--- src/rtl/smb_cfg_slave.sv ---
module smb_cfg_slave #(
  parameter logic [6:0] DEV_ADDR = 7'h69
) (
  input  logic       clk,
  input  logic       rst_n,
  input  logic       scl_i,
  input  logic       sda_i,
  output logic       sda_oe,
  input  logic [3:0] strap_fs,
  input  logic       strap_res,
  input  logic       strap_mode,
  input  logic       strap_mult,
  output logic [3:0] fsel,
  output logic       spread_center,
  output logic       spread_en,
  output logic [1:0] spread_bw,
  output logic       clk_en_cpu_a,
  output logic       clk_en_cpu_b,
  output logic       pd_tristate,
  output logic       drive_boost,
  output logic       clk_en_pci
);

  typedef enum logic [3:0] {
    S_IDLE, S_ADDR, S_AACK, S_CMD, S_CACK, S_WDAT, S_DACK, S_RDAT, S_RACK, S_WAIT
  } st_t;

  st_t        st;
  logic [1:0] scl_q, sda_q;
  logic       scl_d, sda_d;
  logic [7:0] sh;
  logic [3:0] cnt;
  logic [6:0] ofs;
  logic       rw, oe;

  logic       lock;
  logic [3:0] fs_sw;
  logic [7:1] r1;
  logic       r2_boost, r2_en;
  logic [7:0] rd_byte;

  wire scl_s     = scl_q[1];
  wire sda_s     = sda_q[1];
  wire start_det = scl_s & scl_d & sda_d & ~sda_s;
  wire stop_det  = scl_s & scl_d & ~sda_d & sda_s;
  wire rise      = scl_s & ~scl_d;
  wire fall      = ~scl_s & scl_d;
  wire byte_end  = fall && (cnt == 4'd8);
  wire wr_go     = (st == S_WDAT) && byte_end;

  always_ff @(posedge clk) begin
    if (!rst_n) begin
      scl_q <= 2'b11;
      sda_q <= 2'b11;
      scl_d <= 1'b1;
      sda_d <= 1'b1;
    end else begin
      scl_q <= {scl_q[0], scl_i};
      sda_q <= {sda_q[0], sda_i};
      scl_d <= scl_s;
      sda_d <= sda_s;
    end
  end

  always_ff @(posedge clk) begin
    if (!rst_n) begin
      st  <= S_IDLE;
      sh  <= '0;
      cnt <= '0;
      ofs <= '0;
      rw  <= 1'b0;
      oe  <= 1'b0;
    end else if (start_det) begin
      st  <= S_ADDR;
      cnt <= '0;
      oe  <= 1'b0;
    end else if (stop_det) begin
      st  <= S_IDLE;
      oe  <= 1'b0;
    end else begin
      case (st)
        S_ADDR, S_CMD, S_WDAT: begin
          if (rise) begin
            sh  <= {sh[6:0], sda_s};
            cnt <= cnt + 4'd1;
          end else if (byte_end) begin
            if (st == S_ADDR) begin
              if (sh[7:1] == DEV_ADDR) begin
                oe <= 1'b1;
                rw <= sh[0];
                st <= S_AACK;
              end else begin
                st <= S_WAIT;
              end
            end else if (st == S_CMD) begin
              if (sh[7]) begin
                oe  <= 1'b1;
                ofs <= sh[6:0];
                st  <= S_CACK;
              end else begin
                st <= S_WAIT;
              end
            end else begin
              oe <= 1'b1;
              st <= S_DACK;
            end
          end
        end
        S_AACK: if (fall) begin
          cnt <= '0;
          if (rw) begin
            sh <= rd_byte;
            oe <= ~rd_byte[7];
            st <= S_RDAT;
          end else begin
            oe <= 1'b0;
            st <= S_CMD;
          end
        end
        S_CACK: if (fall) begin
          cnt <= '0;
          oe  <= 1'b0;
          st  <= S_WDAT;
        end
        S_DACK: if (fall) begin
          oe <= 1'b0;
          st <= S_WAIT;
        end
        S_RDAT: begin
          if (rise) cnt <= cnt + 4'd1;
          else if (byte_end) begin
            oe <= 1'b0;
            st <= S_RACK;
          end else if (fall) begin
            sh <= {sh[6:0], 1'b0};
            oe <= ~sh[6];
          end
        end
        S_RACK: if (rise) st <= S_WAIT;
        default: ;
      endcase
    end
  end

  always_ff @(posedge clk) begin
    if (!rst_n) begin
      lock     <= 1'b0;
      fs_sw    <= strap_fs;
      r1       <= 7'b0111110;
      r2_boost <= 1'b0;
      r2_en    <= 1'b1;
    end else if (wr_go) begin
      case (ofs)
        7'd0: begin
          if (lock) fs_sw <= {sh[6], sh[5], sh[4], sh[1]};
          lock <= sh[3];
        end
        7'd1: r1 <= sh[7:1];
        7'd2: begin
          r2_boost <= sh[7];
          r2_en    <= sh[6];
        end
        default: ;
      endcase
    end
  end

  assign fsel = lock ? fs_sw : strap_fs;

  always_comb begin
    case (ofs)
      7'd0:    rd_byte = {1'b0, fsel[3:1], lock, strap_res, fsel[0], strap_mode};
      7'd1:    rd_byte = {r1, strap_mult};
      7'd2:    rd_byte = {r2_boost, r2_en, 1'b1, 5'b0};
      default: rd_byte = 8'h00;
    endcase
  end

  assign sda_oe        = oe;
  assign spread_center = r1[7];
  assign spread_en     = r1[6];
  assign spread_bw     = r1[5:4];
  assign clk_en_cpu_a  = r1[3];
  assign clk_en_cpu_b  = r1[2];
  assign pd_tristate   = r1[1];
  assign drive_boost   = r2_boost;
  assign clk_en_pci    = r2_en;

  AST_SDA_MOVES_SCL_LOW: assert property (@(posedge clk) disable iff (!rst_n)
    ($rose(oe) || $fell(oe)) |-> !scl_s);
  AST_BAD_ADDR_SILENT: assert property (@(posedge clk) disable iff (!rst_n)
    (st == S_ADDR && byte_end && sh[7:1] != DEV_ADDR) |=> !oe);
  AST_FS_HELD_UNLOCKED: assert property (@(posedge clk) disable iff (!rst_n)
    !lock |=> $stable(fs_sw));
  AST_R1_ONLY_ON_WRITE: assert property (@(posedge clk) disable iff (!rst_n)
    !wr_go |=> $stable(r1));
  AST_START_REARMS: assert property (@(posedge clk) disable iff (!rst_n)
    start_det |=> (st == S_ADDR && cnt == 4'd0 && !oe));

endmodule

--- config.mk ---
export PLATFORM = sky130hd
export DESIGN_NAME = smb_cfg_slave
export DESIGN_NICKNAME = d
export VERILOG_FILES = /design/src/rtl/smb_cfg_slave.sv
export SDC_FILE = /design/constraint.sdc
export NUM_CORES = 1
export LEC_CHECK = 0
export ABC_AREA = 1
export CORE_MARGIN = 2
export CORE_UTILIZATION = 40
export CTS_BUF_LIST = sky130_fd_sc_hd__clkbuf_8
export CTS_CLUSTER_DIAMETER = 200
export DETAILED_ROUTE_END_ITERATION = 12
export SLEW_MARGIN = 20
export SYNTH_ARGS = -nofsm -noshare
export SYNTH_HDL_FRONTEND = slang
export SYNTH_SLANG_ARGS = --single-unit
--- constraint.sdc ---
create_clock -name clk -period 2.3 [get_ports clk]
set_input_delay 0.46 -clock clk [delete_from_list [all_inputs] [get_ports clk]]
set_output_delay 0.46 -clock clk [all_outputs]
set_load 0.02 [all_outputs]
==> results.sh, run 1 <==
export IMPL_outcome="completed"
export IMPL_numCtsBuffers=5
export IMPL_critPathSlowestCell="clkdlybuf4s50_1"
export IMPL_holdWs_ns=0.4194
export IMPL_first_global_vias=2322
export IMPL_first_iter_violations=148
export IMPL_max_slew_margin_pct=68.99
export IMPL_fin_crit_ns=2.005
export IMPL_ys_seq_area_share_pct=36.33
export IMPL_synth_cell_types=31
export IMPL_power_frac_seq_pct=39.7
export IMPL_fin_cells=488
export IMPL_hold_path_class="register to register"
export IMPL_synth_top_cell_by_area="dfxtp_1"
export IMPL_ios=25
export IMPL_rows=29
export IMPL_synth_top_area_share_pct=31.69
export IMPL_path_clk_slew_ns=0.09
export IMPL_place_congestion=0.8871
export IMPL_reg2reg_to="sh[6]"
export IMPL_p_sw_w=0.001112
export IMPL_hold_viol=0
export IMPL_routed_wl_um=6370
export IMPL_grt_pass1_wl_um=11090
export IMPL_ff_latch_area_um2=940.9
export IMPL_grt_max_degree=38
export IMPL_rsz0062_at_grt="false"
export IMPL_fin_skew_ns=0.01086
export IMPL_layout_commonest_cell="nand2_1"
export IMPL_core_area_um2=6314
export IMPL_worstSetupPathType="input pin to output pin"
export IMPL_die_h_um=84.47
export IMPL_reg2reg_depth=10
export IMPL_drive_above_1_share_pct=14.84
export IMPL_die_w_um=84.47
export IMPL_area_growth_pct=17.39
export IMPL_layout_common_cells="81 x nand2_1, 50 x nor2_1, 41 x nand3_1, 41 x dfxtp_1, 35 x inv_1"
export IMPL_hold_path_end="scl_q[1]"
export IMPL_ant_nets=0
export IMPL_multi_input_area_um2=1439
export IMPL_wl_per_cell_um=13.05
export IMPL_comb_power_share_pct=40.5
export IMPL_dp_cells=480
export IMPL_vias=2447
export IMPL_dr_pass1_iters=5
export IMPL_p_sw_share_pct=42.24
export IMPL_max_freq_mhz=498.8
export IMPL_grt_antenna_before_repair=0
export IMPL_fill_cells=685
export IMPL_rr_startpoint="st[0]"
export IMPL_postCtsSetupBuffers=0
export IMPL_drc_errors=0
export IMPL_die_area_um2=7134
export IMPL_viasPerCell=5.014
export IMPL_final_max_slew_viol_count=0
export IMPL_worst_slew_pin_slew_ns=0.4626
export IMPL_syn_instance_count=379
export IMPL_ir_drop_v=0.0004205
export IMPL_diodes=0
export IMPL_final_period_utilization_pct=87.16
export IMPL_cp_slowest_stage_delay_ns=0.45
export IMPL_final_nets=423
export IMPL_crit_path_max_fanout=2
export IMPL_power_density_nw_per_um2=865.8
export IMPL_cap_violations=0
export IMPL_worstSetupEndpointType="output pin"
export IMPL_power_leakage_nw=1.359
export IMPL_min_path_cells=1
export IMPL_cts_sinks=45
export IMPL_worstHoldStart="scl_q[0]"
export IMPL_gr_usage_all_layers_pct=19.25
export IMPL_ys_warn_count=0
export IMPL_hold_buffers=0
export IMPL_rrSetupSlack_ns=0.38
export IMPL_clock_path_buffers=2
export IMPL_dp_hpwl_um=4857
export IMPL_insertion_delay_ns=0.30
export IMPL_cts_root_buf="clkbuf_8"
export IMPL_cp_data_required_time_ns=1.84
export IMPL_portBuffers=24
export IMPL_clkPwrFrac_pct=19.8
export IMPL_power_w=0.002632
export IMPL_htreeDepth=2
export IMPL_crit_chain="clkdlybuf4s50_1, inv_1, o21ai_0, dlygate4sd2_1"
export IMPL_place_ws_ns=-0.02232
export IMPL_critPathLaunchType="input pin"
export IMPL_gr_total_overflow=0
export IMPL_initial_utilization_pct=41.02
export IMPL_worst_slack_ns=0.2954
export IMPL_tns_ns=0
export IMPL_synthesis_nets=392
export IMPL_synth_area_um2=2590
export IMPL_syn_area_per_cell_um2=6.834
export IMPL_synth_area_leaders="dfxtp_1 32%, nand2_1 12%, nand3_1 7.9%, nor2_1 7.2%, o21ai_0 5.4%"
export IMPL_cts_tree="yes"
export IMPL_ys_ff_latch=45
export IMPL_p_int_w=0.001520
export IMPL_setup_viol=0
export IMPL_cp_arrival_ns=1.54
## routing by layer
metal  part of all wire, %  global-route usage, %  vias to the layer above
met2                    44                  29.87                       44
met5                     0                      0                        -
met3                   3.5                  2.655                        8
met1                    51                  27.76                     1104
met4                   1.2                  6.061                        0
li1                      -                      -                     1291
## cell families (layout without fill, tap and decap cells)
kind of cell    Yosys count  count (layout)  synth area share [%]
fa+ha+maj                 2               2                0.9660
flops                    45              45                 36.33
simple gates            220             220                 41.98
buf+inv                  50              82                 8.116
xor+xnor                  1               1                0.3382
compound gates           61              61                 12.27
## sequential cells by signal, indices dropped and copies added (netlist names)
name and cells:
cnt 4, sda_oe 1, ofs 7, clk_en_pci 1
lock 1, scl_q 2, sh 8, st 4
scl_d 1, drive_boost 1, sda_q 2, fs_sw 4
sda_d 1, r1 7, rw 1
## power groups by stage
| stage | clock [W] | combinational [W] | sequential [W] |
|---|---|---|---|
| global route | 0.000565 | 0.00124 | 0.00107 |
| global placement | 0 | 0.00106 | 0.00106 |
| floorplan | 0 | 0.000884 | 0.00100 |
| CTS | 0.000540 | 0.00107 | 0.00104 |
| finish | 0.000522 | 0.00107 | 0.00105 |
| detailed placement | 0 | 0.00107 | 0.00106 |
## worst max path at each step
| stage | slack (ns) | startpoint | depth (start not counted) | to |
|---|---|---|---|---|
| final | 0.30 | strap_fs[0] | 4 | fsel[0] |
| after global routing | 0.17 | st[0] | 10 | sh[6] |
| after CTS | 0.02 | strap_fs[1] | 4 | fsel[1] |
| after detailed placement | -0.02 | strap_fs[0] | 4 | fsel[0] |
| after global placement | 0.03 | strap_fs[0] | 4 | fsel[0] |
| after floorplan | 0.58 | cnt[0] | 6 | fs_sw[0] |
## critical path, delay by kind of cell
kind                   cells  cell delay [ns]
buffers and inverters      3             0.86
AO/OA/AOI/OAI              1             0.23
## what timing repair did
action / CTS / global route
endpoints found under the hold margin: 0 / 0
resized for setup: 1 / 3
setup endpoints to repair: 1 / 3
pin swaps: 0 / 0
## cells in the mapped netlist (all sizes together)
library cell   n
or2            6
nand3b         1
dfxtp         41
o21ai         36
nor3          13
edfxtp         4
a21oi         23
nand2         94
xnor2          1
buf            4
clkbuf         5
nand3         45
o211ai         2
ha             2
nand4          3
nor2          58
inv           41
## layout make-up
cell class / instances / share of cell area, %
clock inverter: 2 / 0.3704
clock buffer: 6 / 2.716
inverter: 41 / 5.144
multi-input combinational: 284 / 47.33
timing repair buffer: 33 / 10.33
tap: 77 / 3.169
sequential: 45 / 30.95
## metrics by stage
| stage | util, % | cell area (um2) |
|---|---|---|
| 5_1_grt | 48.16 | 3040 |
| 4_1_cts | 48.04 | 3033 |
| 3_5_place_dp | 46.57 | 2940 |
| 2_1_floorplan | - | 2590 |
| 6_report | 48.16 | 3040 |
| 3_3_place_gp | 46.57 | 2940 |
Power figures use the tool's default switching activity.
==> run 2: changes to the inputs <==
Settings changed: CORE_UTILIZATION 40 to 54, GPL_ROUTABILITY_DRIVEN set to 0, GPL_TIMING_DRIVEN set to 0, PLACE_DENSITY set to 0.76.
==> run 2 against run 1 <==
Against the previous run: sequential cell count did not move; hold slack worse by 0.0025 ns; die area fell by 25%.
==> results.sh, run 2 (same netlist as run 1, synthesis figures left out) <==
export IMPL_top_register="sh"
export IMPL_clock_path_buffers=2
export IMPL_hold_viol=0
export IMPL_rrSetupSlack_ns=0.24
export IMPL_fin_crit_ns=2.149
export IMPL_core_area_um2=4661
export IMPL_setup_viol=0
export IMPL_layout_common_cells="81 x nand2_1, 50 x nor2_1, 41 x nand3_1, 41 x dfxtp_1, 35 x inv_1"
export IMPL_cap_violations=0
export IMPL_cts_tree="yes"
export IMPL_vias=2529
export IMPL_path_clk_slew_ns=0.08
export IMPL_cts_root_buf="clkbuf_8"
export IMPL_worstSetupEndpointType="register"
export IMPL_largest_register_ffs=8
export IMPL_gr_total_overflow=0
export IMPL_max_slew_margin_pct=62.15
export IMPL_postCtsSetupBuffers=0
export IMPL_die_h_um=73.26
export IMPL_initial_utilization_pct=55.57
export IMPL_die_area_um2=5366
export IMPL_final_nets=422
export IMPL_first_iter_violations=243
export IMPL_rsz0062_at_grt="false"
export IMPL_finalCoreUtilization_pct=64.54
export IMPL_gr_usage_all_layers_pct=24.43
export IMPL_diodes=0
export IMPL_place_ws_ns=-0.1271
export IMPL_worst_slew_pin_slew_ns=0.5619
export IMPL_dp_hpwl_um=4569
export IMPL_reg2reg_to="fs_sw[2]"
export IMPL_crit_path_max_fanout=10
export IMPL_power_density_nw_per_um2=906.8
export IMPL_dr_pass1_iters=5
export IMPL_worstSetupPathType="input pin to register"
export IMPL_power_leakage_nw=1.343
export IMPL_grt_antenna_before_repair=0
export IMPL_cp_data_required_time_ns=2.27
export IMPL_grt_pass1_wl_um=10180
export IMPL_wl_per_cell_um=13.12
export IMPL_tns_ns=0
export IMPL_drive_above_1_share_pct=13.66
export IMPL_ir_drop_v=0.0006307
export IMPL_routed_wl_um=6086
export IMPL_outcome="completed"
export IMPL_reg2reg_depth=6
export IMPL_holdWs_ns=0.4170
export IMPL_area_growth_pct=16.14
export IMPL_die_w_um=73.26
export IMPL_endpoint="fs_sw[2]"
export IMPL_portBuffers=24
export IMPL_cp_arrival_ns=2.12
export IMPL_insertion_delay_ns=0.30
export IMPL_hold_path_class="register to register"
export IMPL_drc_errors=0
export IMPL_fill_cells=430
export IMPL_rr_startpoint="cnt[0]"
export IMPL_numCtsBuffers=5
export IMPL_htreeDepth=2
export IMPL_max_freq_mhz=465.4
export IMPL_fin_skew_ns=0.01758
export IMPL_final_max_slew_viol_count=0
export IMPL_cts_sinks=45
export IMPL_rows=25
export IMPL_critPathLaunch="rst_n"
export IMPL_top_regs="sh: 8 flops, ofs: 7 flops, r1: 7 flops"
export IMPL_grt_max_degree=15
export IMPL_final_period_utilization_pct=93.42
export IMPL_worst_slack_ns=0.1515
export IMPL_critPathLaunchType="input pin"
export IMPL_first_global_vias=2266
export IMPL_layout_commonest_cell="nand2_1"
export IMPL_viasPerCell=5.450
export IMPL_ios=25
export IMPL_worstHoldStart="scl_q[0]"
export IMPL_ant_nets=0
-- run 2: what timing repair did --
item	in CTS	in global routing
pin swaps	0	0
hold buffers	0	0
gates resized for setup	2	2
setup endpoints to repair	2	2
-- run 2: how the worst min path moves through the flow --
stage / end / cells past startpoint
after floorplan: scl_q[1] / 1
after global placement: sda_q[1] / 1
after detailed placement: scl_q[1] / 1
after CTS: scl_q[1] / 1
after global routing: sda_q[1] / 1
final: scl_q[1] / 1
-- run 2: power breakdown --
part	switching [W]	total, W	internal [W]
registers	0.000134	0.00103	0.000893
logic	0.000694	0.00111	0.000411
clock network	0.000273	0.000595	0.000322
total	0.00110	0.00273	0.00163
-- run 2: cell type report --
class | count | area [um2] | share of cell area [%]
buffer | 8 | 50.05 | 1.664
clock buffer | 5 | 68.82 | 2.288
clock inverter | 3 | 42.54 | 1.414
inverter | 41 | 156.4 | 5.200
multi-input combinational | 284 | 1439 | 47.84
sequential | 45 | 940.9 | 31.28
tap | 54 | 67.56 | 2.246
timing repair buffer | 24 | 242.7 | 8.070
-- run 2: metal layers --
metal	GRT usage (%)	share of wire, %	vias up
met2	37.54	44	91
li1	-	-	1301
met1	34.88	47	1125
met4	6.379	1.3	0
met3	5.075	7.5	12
met5	0	0	-
-- run 2: through the flow --
step / power (W) / std cells / cell area [um2]
finish: 0.002727 / 464 / 3008
detailed placement: 0.002128 / 457 / 2898
CTS: 0.002732 / 465 / 3007
global route: 0.002922 / 464 / 3008
floorplan: 0.001887 / 379 / 2590
global placement: 0.002119 / 457 / 2898
-- run 2: critical path, stage by stage --
cell and delay (ns):
clkdlybuf4s50_1 0.47, clkbuf_1 0.35, clkbuf_1 0.47, o21ai_0 0.37
==> run 3: changes to the inputs <==
Settings changed: CORE_UTILIZATION 54 to 50, PLACE_DENSITY 0.76 to 0.71.
==> run 3 against run 2 <==
Against the previous run: global-route usage fell by 1.7 points; utilization decreased by 5.0 points; wire length increased by 2.1%; clock skew shrank 0.013 ns; combinational power barely moved; critical path type unchanged; highest routed layer unchanged.
==> results.sh, run 3 (same netlist as run 1, synthesis figures left out) <==
export IMPL_outcome="completed"
export IMPL_wl_per_cell_um=12.95
export IMPL_die_area_um2=5771
export IMPL_grt_pass1_wl_um=10660
export IMPL_place_area_um2=2918
export IMPL_max_freq_mhz=490.1
export IMPL_area_growth_pct=15.89
export IMPL_fin_skew_ns=0.004843
export IMPL_final_period_utilization_pct=88.71
export IMPL_cp_data_required_time_ns=2.31
export IMPL_fin_crit_ns=2.040
export IMPL_worst_slew_pin_slew_ns=0.5858
export IMPL_grt_max_degree=15
export IMPL_die_w_um=75.97
export IMPL_largest_register_ffs=8
export IMPL_crit_path_max_fanout=10
export IMPL_cap_violations=0
export IMPL_dp_cells=473
export IMPL_ir_drop_v=0.0004418
export IMPL_diodes=0
export IMPL_worstSetupPathType="input pin to register"
export IMPL_numCtsBuffers=5
export IMPL_top_register="sh"
export IMPL_hold_viol=0
export IMPL_viasPerCell=5.235
export IMPL_cp_arrival_ns=2.05
export IMPL_gr_usage_all_layers_pct=22.72
export IMPL_initial_utilization_pct=51.36
export IMPL_layout_common_cells="81 x nand2_1, 50 x nor2_1, 41 x nand3_1, 41 x dfxtp_1, 34 x inv_1"
export IMPL_path_clk_slew_ns=0.09
export IMPL_dp_hpwl_um=4757
export IMPL_drc_errors=0
export IMPL_cts_sinks=45
export IMPL_routed_wl_um=6215
export IMPL_worstSetupEndpointType="register"
export IMPL_first_global_vias=2300
export IMPL_setup_viol=0
export IMPL_power_w=0.002633
export IMPL_ios=25
export IMPL_drive_above_1_share_pct=13.41
export IMPL_power_density_nw_per_um2=877.1
export IMPL_clock_path_buffers=2
export IMPL_layout_commonest_cell="nand2_1"
export IMPL_portBuffers=24
export IMPL_fin_cells=480
export IMPL_critPathLaunch="rst_n"
export IMPL_top_regs="sh: 8 flops, ofs: 7 flops, r1: 7 flops"
export IMPL_gr_total_overflow=0
export IMPL_first_iter_violations=159
export IMPL_worstHoldStart="scl_q[0]"
export IMPL_tns_ns=0
export IMPL_rsz0062_at_grt="false"
export IMPL_final_max_slew_viol_count=0
export IMPL_htreeDepth=2
export IMPL_critPathLaunchType="input pin"
export IMPL_core_area_um2=5042
export IMPL_cts_tree="yes"
export IMPL_die_h_um=75.97
export IMPL_dr_pass1_iters=4
export IMPL_cts_root_buf="clkbuf_8"
export IMPL_insertion_delay_ns=0.30
export IMPL_vias=2513
export IMPL_ant_nets=0
export IMPL_max_slew_margin_pct=60.74
export IMPL_holdWs_ns=0.4164
export IMPL_final_cell_area_um2=3002
export IMPL_power_leakage_nw=1.327
export IMPL_grt_antenna_before_repair=0
export IMPL_rr_startpoint="cnt[0]"
export IMPL_final_nets=422
export IMPL_rows=26
export IMPL_hold_path_class="register to register"
export IMPL_hold_buffers=0
[run 3: cell count changes in the layout (fill, tap and decap cells not counted), sizes merged]
| cell | delta |
|---|---|
| bufinv | -1 |
| clkinv | +1 |
[run 3: layout make-up]
cell class / instances / area, um2
flip-flops and latches: 45 / 940.9
inverters: 41 / 156.4
multi-input cells: 284 / 1439
well taps: 70 / 87.58
fillers: 521 / 2041
clock inverters: 3 / 16.27
repair buffers: 24 / 242.7
plain buffers: 8 / 50.05
clock buffers: 5 / 68.82
[run 3: power breakdown]
group / internal, W / total (W) / leakage [nW] / switching, W
sequential: 0.000893 / 0.00103 / 0.374 / 0.000133
clock: 0.000211 / 0.000491 / 0.0436 / 0.000280
combinational: 0.000411 / 0.00112 / 0.909 / 0.000705
total: 0.00151 / 0.00263 / 1.33 / 0.00112
[run 3: per-stage QoR]
| step | util (%) | setup WS, ns |
|---|---|---|
| CTS | 59.50 | 0.001013 |
| global placement | 57.87 | -0.1574 |
| floorplan | - | 0.5764 |
| global route | 59.53 | 0.08825 |
| finish | 59.53 | 0.2596 |
| detailed placement | 57.87 | -0.1499 |
[run 3: critical path: stages]
cell and delay, ns:
clkdlybuf4s50_1 0.47, clkbuf_1 0.34, clkbuf_1 0.48, o21ai_1 0.29
[run 3: final timing paths]
path	cells past startpoint	slack [ns]	to
setup / recovery	4	0.26	fs_sw[3]
hold / removal	1	0.42	scl_q[1]
setup reg to reg	6	0.38	fs_sw[3]
hold reg to reg	1	0.42	scl_q[1]
[run 3: repair_timing]
action | 4_1_cts | 5_1_grt
gates cloned | 0 | 0
setup buffers | 0 | 0
setup endpoints to repair | 2 | 6
gates resized for setup | 2 | 3
[run 3: layer usage]
layer,routed length (um),track usage (%),vias to the layer above
met1,3020,32.41,1151
met5,0,0,-
met2,2824,35.36,61
met4,71,7.636,0
met3,299,3.436,5
li1,-,-,1296
